**src/rtl/bterm_pkg.sv**
```systemverilog
package bterm_pkg;
  typedef enum logic {BT_IDLE, BT_PEND} bt_state_e;
  typedef enum logic [1:0] {ED_OFF, ED_ASSERT, ED_NEGATE} ed_state_e;
  typedef enum logic [1:0] {TM_NONE, TM_OK, TM_ERR, TM_TIMEOUT} term_e;
endpackage

```
**src/rtl/bterm_in_reg.sv**
```systemverilog
// One register stage for asynchronous-timing external inputs.
module bterm_in_reg #(
  parameter int W = 2
) (
  input  logic         clk,
  input  logic         rst_n,
  input  logic [W-1:0] d,
  output logic [W-1:0] q
);
  always_ff @(posedge clk or negedge rst_n) begin
    if (!rst_n) q <= '0;
    else        q <= d;
  end
endmodule

```
**src/rtl/bterm_counter.sv**
```systemverilog
// Loadable down-counter that stops at zero.
module bterm_counter #(
  parameter int W = 8
) (
  input  logic         clk,
  input  logic         rst_n,
  input  logic         load,
  input  logic         run,
  input  logic [W-1:0] init,
  output logic         zero
);
  logic [W-1:0] cnt_q, cnt_d;
  logic         cnt_en;

  always_comb begin
    cnt_en = load | (run & (cnt_q != '0));
    cnt_d  = load ? init : (cnt_q - 1'b1);
  end

  always_ff @(posedge clk or negedge rst_n) begin
    if (!rst_n)      cnt_q <= '0;
    else if (cnt_en) cnt_q <= cnt_d;
  end

  assign zero = (cnt_q == '0);

  AST_CNT_HOLD_ZERO: assert property (@(posedge clk) disable iff (!rst_n)
    (!load && zero) |=> zero);
  AST_CNT_STEP: assert property (@(posedge clk) disable iff (!rst_n)
    (run && !load && !zero) |=> (cnt_q == $past(cnt_q) - 1'b1));
endmodule

```
**src/rtl/bterm_err_drv.sv**
```systemverilog
// Error-line driver: assert one cycle, actively negate one cycle, release.
module bterm_err_drv
  import bterm_pkg::*;
(
  input  logic clk,
  input  logic rst_n,
  input  logic fire,
  output logic err_o,
  output logic err_oe
);
  ed_state_e st_q, st_d;

  always_comb begin
    st_d = st_q;
    if (fire) st_d = ED_ASSERT;
    else begin
      case (st_q)
        ED_ASSERT: st_d = ED_NEGATE;
        ED_NEGATE: st_d = ED_OFF;
        default:   st_d = ED_OFF;
      endcase
    end
  end

  always_ff @(posedge clk or negedge rst_n) begin
    if (!rst_n) st_q <= ED_OFF;
    else        st_q <= st_d;
  end

  assign err_o  = (st_q == ED_ASSERT);
  assign err_oe = (st_q != ED_OFF);

  AST_DRV_NEGATE: assert property (@(posedge clk) disable iff (!rst_n)
    (err_oe && err_o) |=> (err_oe && !err_o));
  AST_DRV_RELEASE: assert property (@(posedge clk) disable iff (!rst_n)
    (err_oe && !err_o) |=> (!err_oe || err_o));
  AST_DRV_ON_FIRE: assert property (@(posedge clk) disable iff (!rst_n)
    !fire |=> !err_o);
endmodule

```
**src/rtl/bus_term_ctrl.sv**
```systemverilog
module bus_term_ctrl
  import bterm_pkg::*;
#(
  parameter int WS_W = 4,
  parameter int TO_W = 8
) (
  input  logic            clk,
  input  logic            rst_n,
  input  logic            cyc_start,
  input  logic            cs_access,
  input  logic [WS_W-1:0] wait_states,
  input  logic            mon_en,
  input  logic [TO_W-1:0] mon_limit,
  input  logic            ext_ack_i,
  input  logic            ext_err_i,
  output logic            done_o,
  output logic            done_err_o,
  output logic            err_o,
  output logic            err_oe
);
  localparam int IN_W = 2;

  bt_state_e   st_q, st_d;
  term_e       term;
  logic [IN_W-1:0] ext_q;
  logic        ack_q, err_q;
  logic        cs_q, mon_q, cfg_en;
  logic        start_acc, pend, int_ack;
  logic        wait_zero, to_zero;
  logic        done_d, done_err_d;

  bterm_in_reg #(.W(IN_W)) u_inreg (
    .clk(clk), .rst_n(rst_n), .d({ext_err_i, ext_ack_i}), .q(ext_q)
  );
  assign err_q = ext_q[1];
  assign ack_q = ext_q[0];

  assign pend      = (st_q == BT_PEND);
  assign start_acc = cyc_start && (st_q == BT_IDLE);
  assign cfg_en    = start_acc;

  bterm_counter #(.W(WS_W)) u_wait_cnt (
    .clk(clk), .rst_n(rst_n), .load(start_acc), .run(pend),
    .init(wait_states), .zero(wait_zero)
  );

  bterm_counter #(.W(TO_W)) u_mon_cnt (
    .clk(clk), .rst_n(rst_n), .load(start_acc), .run(pend),
    .init(mon_limit), .zero(to_zero)
  );

  assign int_ack = pend && cs_q && wait_zero;

  // Priority: error, then acknowledge, then monitor expiry.
  always_comb begin
    term = TM_NONE;
    if (pend) begin
      if (err_q)                  term = TM_ERR;
      else if (ack_q || int_ack)  term = TM_OK;
      else if (mon_q && to_zero)  term = TM_TIMEOUT;
    end
  end

  always_comb begin
    st_d = st_q;
    if (start_acc)            st_d = BT_PEND;
    else if (term != TM_NONE) st_d = BT_IDLE;
    done_d     = (term != TM_NONE);
    done_err_d = (term == TM_ERR) || (term == TM_TIMEOUT);
  end

  always_ff @(posedge clk or negedge rst_n) begin
    if (!rst_n) begin
      st_q       <= BT_IDLE;
      done_o     <= 1'b0;
      done_err_o <= 1'b0;
    end else begin
      st_q       <= st_d;
      done_o     <= done_d;
      done_err_o <= done_err_d;
    end
  end

  always_ff @(posedge clk or negedge rst_n) begin
    if (!rst_n) begin
      cs_q  <= 1'b0;
      mon_q <= 1'b0;
    end else if (cfg_en) begin
      cs_q  <= cs_access;
      mon_q <= mon_en;
    end
  end

  bterm_err_drv u_err_drv (
    .clk(clk), .rst_n(rst_n), .fire(term == TM_TIMEOUT),
    .err_o(err_o), .err_oe(err_oe)
  );

  AST_ERR_WINS: assert property (@(posedge clk) disable iff (!rst_n)
    (pend && err_q) |=> (done_o && done_err_o));
  AST_DONE_PULSE: assert property (@(posedge clk) disable iff (!rst_n)
    done_o |=> !done_o);
  AST_IDLE_NO_DONE: assert property (@(posedge clk) disable iff (!rst_n)
    !pend |=> !done_o);
  AST_START_IGNORED: assert property (@(posedge clk) disable iff (!rst_n)
    (pend && cyc_start && term == TM_NONE) |=> pend);
  AST_EXT_ERR_NO_DRIVE: assert property (@(posedge clk) disable iff (!rst_n)
    (pend && err_q) |=> !err_o);
  AST_TIMEOUT_DRIVES: assert property (@(posedge clk) disable iff (!rst_n)
    (term == TM_TIMEOUT) |=> (err_oe && err_o && done_err_o));
endmodule

```
**config.mk**
```make
export PLATFORM = sky130hd
export DESIGN_NAME = bus_term_ctrl
export DESIGN_NICKNAME = d
export VERILOG_FILES = /design/src/rtl/bterm_pkg.sv /design/src/rtl/bterm_in_reg.sv /design/src/rtl/bterm_counter.sv /design/src/rtl/bterm_err_drv.sv /design/src/rtl/bus_term_ctrl.sv
export SDC_FILE = /design/constraint.sdc
export NUM_CORES = 1
export LEC_CHECK = 0
export ABC_CLOCK_PERIOD_IN_PS = 2000
export BUFFER_PORTS_ARGS = -buffer_cell sky130_fd_sc_hd__clkbuf_2
export CAP_MARGIN = 20
export CORE_MARGIN = 2
export CORE_UTILIZATION = 52
export CTS_CLUSTER_DIAMETER = 100
export DETAILED_ROUTE_END_ITERATION = 12
export GPL_ROUTABILITY_DRIVEN = 1
export PLACE_DENSITY = 0.75
export SLEW_MARGIN = 10
export SYNTH_ARGS = -nofsm -noshare
export SYNTH_HDL_FRONTEND = slang
export SYNTH_SLANG_ARGS = --single-unit
```
**constraint.sdc**
```tcl
create_clock -name clk -period 2 [get_ports clk]
set_input_delay 0.5 -clock clk [delete_from_list [all_inputs] [get_ports clk]]
set_output_delay 0.5 -clock clk [all_outputs]
set_load 0.005 [all_outputs]
```
; Word-level counts from Yosys, hierarchy flattened
; Cells that the tools add are included.
[totals]
reg_bits = 21
in_bits = 19
out_inout_bits = 4
[op_classes]
addsub = 2
n_eq_ne = 3
mux = 10
bitwise_logic = 5
reduce_logical = 13
[ops]
columns = op, count
row1 = $mux W2, 6
row2 = $logic_not A8 Y1, 1
row3 = $mux W8, 1
row4 = $reduce_bool A8 Y1, 1
row5 = $sub A8 B1 Y8 const B, 1
row6 = $reduce_bool A2 Y1, 3
row7 = $eq A2 B2 Y1 const B, 2
row8 = $logic_and A1 B1 Y1, 4
row9 = $logic_not A4 Y1, 1
row10 = $mux W4, 1
row11 = $reduce_bool A4 Y1, 1
row12 = $sub A4 B1 Y4 const B, 1
row13 = $and A1 B1 Y1, 2
row14 = $eq A2 B1 Y1 const B, 1
row15 = $logic_or A1 B1 Y1, 2
row16 = $mux W1, 2
row17 = $or A1 B1 Y1, 2
row18 = $not A1 Y1, 1

; Longest topological paths before layout
[depth]
depth_word = 9
mapped_depth = 6
mapped_depth_nobuf = 6

; By module
; From an unflattened synthesis, not the netlist that was laid out.
[unflattened]
hier_cells = 109
area_unflattened_um2 = 1144.8
[by_module_without_submodules]
columns = module, instances, cells_per_inst, area_each_um2
row1 = bterm_counter at u_mon_cnt, 1, 58, 528.0
row2 = bterm_counter at u_wait_cnt, 1, 27, 270.3
row3 = bus_term_ctrl, 1, 17, 221.5
row4 = bterm_err_drv, 1, 5, 75.1
row5 = bterm_in_reg, 1, 2, 50.0

; Worst setup path before layout
; OpenSTA, ideal clock, no wires.
[synth_timing]
kind = reg2reg
startpoint = reg u_mon_cnt.cnt_q[0]
endpoint = reg st_q, in the netlist pend
setup_ps = 120
t_arrival_ps = 1678
t_required_ps = 1880
setup_slack_ps = 202
stages_incl_launch_ff = 7
synth_period_minus_slack_ps = 1798
cell_sequence = dfrtp_1 inv_1 ha_1 or4b_4 nor4_4 nand2_1 a31o_2
[synth_via]
elab_chain_len = 8
[synth_rtl]
columns = element, line
row1 = start: declaration, bterm_counter.sv:12  ; logic [W-1:0] cnt_q, cnt_d;
row2 = start signal: assignment, bterm_counter.sv:22  ; else if (cnt_en) cnt_q <= cnt_d;
row3 = $logic_not A8 Y1, bterm_counter.sv:25  ; assign zero = (cnt_q == '0);
row4 = $logic_and A1 B1 Y1, bus_term_ctrl.sv:60  ; else if (mon_q && to_zero) term = TM_TIMEOUT;
row5 = $mux W2, bus_term_ctrl.sv:60
row6 = $mux W2, bus_term_ctrl.sv:59  ; else if (ack_q || int_ack) term = TM_OK;
row7 = $mux W2, bus_term_ctrl.sv:58  ; if (err_q) term = TM_ERR;
row8 = $mux W2, bus_term_ctrl.sv:57  ; if (pend) begin
row9 = $reduce_bool A2 Y1, bus_term_ctrl.sv:67  ; else if (term != TM_NONE) st_d = BT_IDLE;
row10 = $reduce_bool A2 Y1 (no line), -
row11 = end signal: assignment, bus_term_ctrl.sv:78  ; st_q <= st_d;
row12 = end: declaration, bus_term_ctrl.sv:23  ; bt_state_e st_q, st_d;
; Every way passes these cells.
; A chain may end at the register's enable or synchronous reset.

; Final worst setup path
[layout_timing]
startpoint = reg u_mon_cnt.cnt_q[1]
endpoint = reg st_q, in the netlist pend
; The elaborated chain is that of the path after synthesis.

==> results.md <==
Hold path:
- The tightest min-delay check is of the in -> async type.

Pwr:
- Of the total power, the clock network draws 16.8%.
- Net switching is 35.5% of the power.
- The internal portion of the total power is 787 uW.
- The peak ir drop on the vdd network is 918 uV.
- The combinational share of power is around a third.
- Of the total power, registers draw 51.2%.
- The analysis attributes to cell leakage a power of 0.000604 uW.
- The analysis attributes to net switching a power of 433 uW.
- Power spread over the standard cell area amounts to around 930 nW/um^2.

Final layout:
- Excluding fillers, the count of instances in the completed layout stands at 166.
- The final standard cell utilization of the core is 66.8%.
- The fraction of layout cells with a size suffix above 1 is 30.9%.
- In the final design database the tool counted about 160 nets.
- From synthesis to final layout, the design area changed by 20.2%.
- After filler insertion, the fill cell instance count of the layout stands at 183.
- The repair_antennas step left the layout with diodes totalling 0.

Setup path:
- Along the worst path, the maximum fanout reaches 5.
- The cell type of the slowest stage on the worst timing path is sky130_fd_sc_hd__or4b_4.
- The longest individual stage delay on the worst path is between 0.5 and 0.6 ns.
- The kind of cell adding the most delay to the critical path is simple AND/OR/NAND/NOR gates.
- In this run the critical register-to-register path is launched from u_mon_cnt.cnt_q[1].
- The worst-case register-to-register setup slack is 0.06 ns.
- The endpoint identified for the worst register-to-register timing path is pend.
- Together, buffers and inverters on the worst path number 1.
- For the worst flop-to-flop path, the logic depth is 6.
- Traced cell by cell, the critical path runs through inv_2 > ha_4 > or4b_4 > nor4_4 > nand2_1 > a31o_2.
- By startpoint and endpoint, the worst setup path is classified as reg -> reg.
- The worst setup path is captured at a flip-flop.
- The worst path required time is 2.20 ns.
- Data on the critical path arrives at its endpoint at 2.14 ns.
- The startpoint type of the worst setup path is a flip-flop.

Logic synthesis:
- The number of flip-flops and latches in the synthesized netlist is 21.
- The number of nets in the synthesized netlist is 132.
- Sequential cells were found to cover between 40 and 50% of the synthesized design area.
- Synthesis instantiated 36 different standard cells from the library.
- The synthesized netlist occupies a cell area of 1090 um^2.
- The count of mapped cells out of synthesis is between 100 and 150.
- A synthesized cell averages around 10 um^2.
- During synthesis, Yosys emitted a total of 0 warnings.

Route:
- Dividing the detail-routed via count by the number of cells gives ~5.6.
- The remaining routing DRC violations is 0.
- The number of nets with antenna violations after routing is 0.
- The number of search-and-repair iterations in the first detailed-routing pass is 4.
- For this block, the initial DRC count from the detailed router was 22.
- The routed layout has 926 vias.
- Summed over all layers, the routed wires come to 2180 um.
- The per-cell routed wire length is 13.1 um.

Clock tree:
- The count of clock tree sinks is 21.
- The cell sitting at the root of the clock tree is a sky130_fd_sc_hd__clkbuf_4.
- The clock passes through at most 2 buffers.
- CTS built an H-tree with a depth of 1.
- The TritonCTS clock tree is done.
- At the later pin of the worst-skew pair, clock insertion delay measures roughly 0.3 ns.
- After clock tree synthesis, the clock-pin slew on the worst setup and hold paths is 0.12 ns.
- The number of clock buffers added by TritonCTS is 3.

Global routing:
- The via count of the first global-routing pass is 866.
- The aggregate global routing overflow is 0.
- Entering global routing, the biggest net connects 22 pins.
- The number of antenna violations at the first check in global routing came to 0.
- The global-route wire length before repair is 3890 um.
- For this run, the total global-route usage over all layers was measured as around a fifth.

Die:
- The floorplan core area is approximately 2000 um^2.
- The vertical extent of the die is around 50 um.
- The floorplan has 16 rows.
- The horizontal die dimension is 49.8 um.
- The I/O pin total is 23.
- The area of the die is around 2500 um^2.
- The initial utilization of the core area, before any placement, comes to 55.6%.

Place:
- At the end of routability-driven placement, the weighted congestion stood at 0.886.
- The number of port buffers is 22.
- Summed over all nets, the half-perimeter wirelength after detailed placement is 1580 um.
- Prior to clock tree synthesis, the placed netlist has a worst setup slack of between 0.04 and 0.05 ns.
- The number of placed instances, taps included, is about 160.

STA:
- The worst relative slew slack is 64.9%.
- Setup repair after global routing could not meet its margin everywhere.
- The setup-violating endpoint count in the final report is 0.
- Between clock sinks in the finished design, the worst skew comes to 0.00451 ns.
- The max-slew violation total from the final report was 0.
- The accumulated negative setup slack is 0 ns.
- The smallest clock period supported by the final layout is computed as 1.94 ns.
- The final setup slack of the worst path is 0.0607 ns.
- The count of endpoints failing hold in the final timing report is 0.
- At the pin with the least slew margin, the transition time is 0.526 ns.
- The final critical path takes up 97.0% of the cycle.
- The maximum achievable frequency is 0.516 GHz.
- The worst hold margin is 0.151 ns.

Status:
- The flow ran to the end, and the final reports show no timing, DRC or antenna violations.

Run:
- The max-capacitance violation count is 0.
Yosys cell counts:
cell | n | share of area [%]
sky130_fd_sc_hd__dfrtp_1 | 21 | 48
sky130_fd_sc_hd__nand2_1 | 16 | 5.5
sky130_fd_sc_hd__nand3_1 | 7 | 3.2
sky130_fd_sc_hd__nor2_1 | 6 | 2.1
sky130_fd_sc_hd__inv_1 | 5 | 1.7
sky130_fd_sc_hd__a21oi_1 | 4 | 1.8
sky130_fd_sc_hd__a31oi_1 | 4 | 2.3
sky130_fd_sc_hd__nor2b_1 | 4 | 2.3
sky130_fd_sc_hd__o21ai_0 | 4 | 1.8
sky130_fd_sc_hd__clkbuf_1 | 3 | 1.0
sky130_fd_sc_hd__ha_1 | 3 | 3.4
sky130_fd_sc_hd__o211ai_1 | 3 | 2.1
sky130_fd_sc_hd__nand2b_1 | 2 | 1.1
sky130_fd_sc_hd__nor3_1 | 2 | 0.92
sky130_fd_sc_hd__or2_2 | 2 | 1.1
sky130_fd_sc_hd__or3_1 | 2 | 1.1
sky130_fd_sc_hd__or4_1 | 2 | 1.4
sky130_fd_sc_hd__xor2_1 | 2 | 1.6
sky130_fd_sc_hd__a21boi_0 | 1 | 0.69
sky130_fd_sc_hd__a311oi_1 | 1 | 0.80
sky130_fd_sc_hd__a31o_2 | 1 | 0.80
sky130_fd_sc_hd__and4_1 | 1 | 0.80
sky130_fd_sc_hd__buf_2 | 1 | 0.46
sky130_fd_sc_hd__mux2i_1 | 1 | 0.92
sky130_fd_sc_hd__nand4b_1 | 1 | 0.80
sky130_fd_sc_hd__nor3b_1 | 1 | 0.69
sky130_fd_sc_hd__nor4_4 | 1 | 1.9
sky130_fd_sc_hd__o21a_1 | 1 | 0.69
sky130_fd_sc_hd__o311ai_0 | 1 | 0.80
sky130_fd_sc_hd__o31ai_1 | 1 | 0.69
sky130_fd_sc_hd__o32ai_1 | 1 | 0.80
sky130_fd_sc_hd__o41ai_4 | 1 | 2.5
sky130_fd_sc_hd__or3b_2 | 1 | 0.80
sky130_fd_sc_hd__or4b_1 | 1 | 0.92
sky130_fd_sc_hd__or4b_4 | 1 | 1.3
sky130_fd_sc_hd__xnor2_1 | 1 | 0.80
power by group through the flow:
stage,sequential [uW],clock (uW),combinational (uW)
final,624,205,392
after global routing,643,231,461
after CTS,623,208,356
after detailed placement,632,0,353
after global placement,626,0,341
after floorplan,612,0,251
routing by layer:
layer  global-route usage, %  up-vias  part of all wire (%)
met5                       0        -                     0
met4                    4.17        0                  0.69
met3                    3.64        2                   3.2
met2                    34.0       16                    50
met1                    27.6      449                    46
li1                        -      459                     -
layout by cell type, fill, tap and decap left out, types with 3 or more instances in the layout:
cell type	Yosys	layout
sky130_fd_sc_hd__o21ai_0	4	4
sky130_fd_sc_hd__clkbuf_4	0	3
sky130_fd_sc_hd__buf_4	0	7
sky130_fd_sc_hd__dfrtp_1	21	21
sky130_fd_sc_hd__nand3_1	7	7
sky130_fd_sc_hd__nand2_1	16	16
sky130_fd_sc_hd__clkbuf_2	0	22
sky130_fd_sc_hd__nor2_1	6	6
sky130_fd_sc_hd__a21oi_1	4	4
sky130_fd_sc_hd__o211ai_1	3	3
sky130_fd_sc_hd__nor2b_1	4	4
sky130_fd_sc_hd__a31oi_1	4	4
sky130_fd_sc_hd__inv_1	5	3
worst max path at each step:
stage,start,to,slack (ns),cells after the start
floorplan,u_mon_cnt.cnt_q[0],pend,0.20,6
global placement,u_mon_cnt.cnt_q[0],pend,0.14,6
detailed placement,u_mon_cnt.cnt_q[0],pend,0.05,6
CTS,u_mon_cnt.cnt_q[0],pend,0.02,6
global route,u_mon_cnt.cnt_q[0],pend,-0.06,6
finish,u_mon_cnt.cnt_q[1],pend,0.06,6
registers in the layout (all words and copies together), names as in the netlist:
| register | cells |
|---|---|
| pend | 1 |
| u_wait_cnt.cnt_q | 4 |
| u_mon_cnt.cnt_q | 8 |
| done_o | 1 |
| mon_q | 1 |
| done_err_o | 1 |
| u_err_drv.st_q | 2 |
| u_inreg.q | 2 |
| cs_q | 1 |
kinds of logic (layout without fill, tap and decap cells):
logic type      count (synthesis)  count (layout)  synth area share, %
simple gates                   50              50                 26.0
compound gates                 23              23                 15.8
flops                          21              21                 48.2
buf+inv                         9              38                 3.21
fa+ha+maj                       3               3                 3.44
xor+xnor                        3               3                 2.41
mux                             1               1                0.917
timing repair:
action,4_1_cts,5_1_grt
buffers inserted,0,4
endpoints found under the hold margin,0,0
hold buffers,0,0
gates resized for setup,0,5
setup endpoints to repair,0,7
through the flow:
stage / instance area [um^2] / power [uW]
3_3_place_gp: 1240 / 968
3_5_place_dp: 1240 / 985
6_report: 1310 / 1220
4_1_cts: 1270 / 1190
2_1_floorplan: 1090 / 863
5_1_grt: 1310 / 1330
layout make-up:
class                   count  area [um^2]  area share [%]
clock buffers               3         22.5            1.72
clock inverters             1         5.00           0.382
inverters                   5         18.8            1.43
multi-input cells          80          543            41.4
flip-flops and latches     21          526            40.1
well taps                  27         33.8            2.58
repair buffers             29          163            12.4
Power figures use the tool's default switching activity.
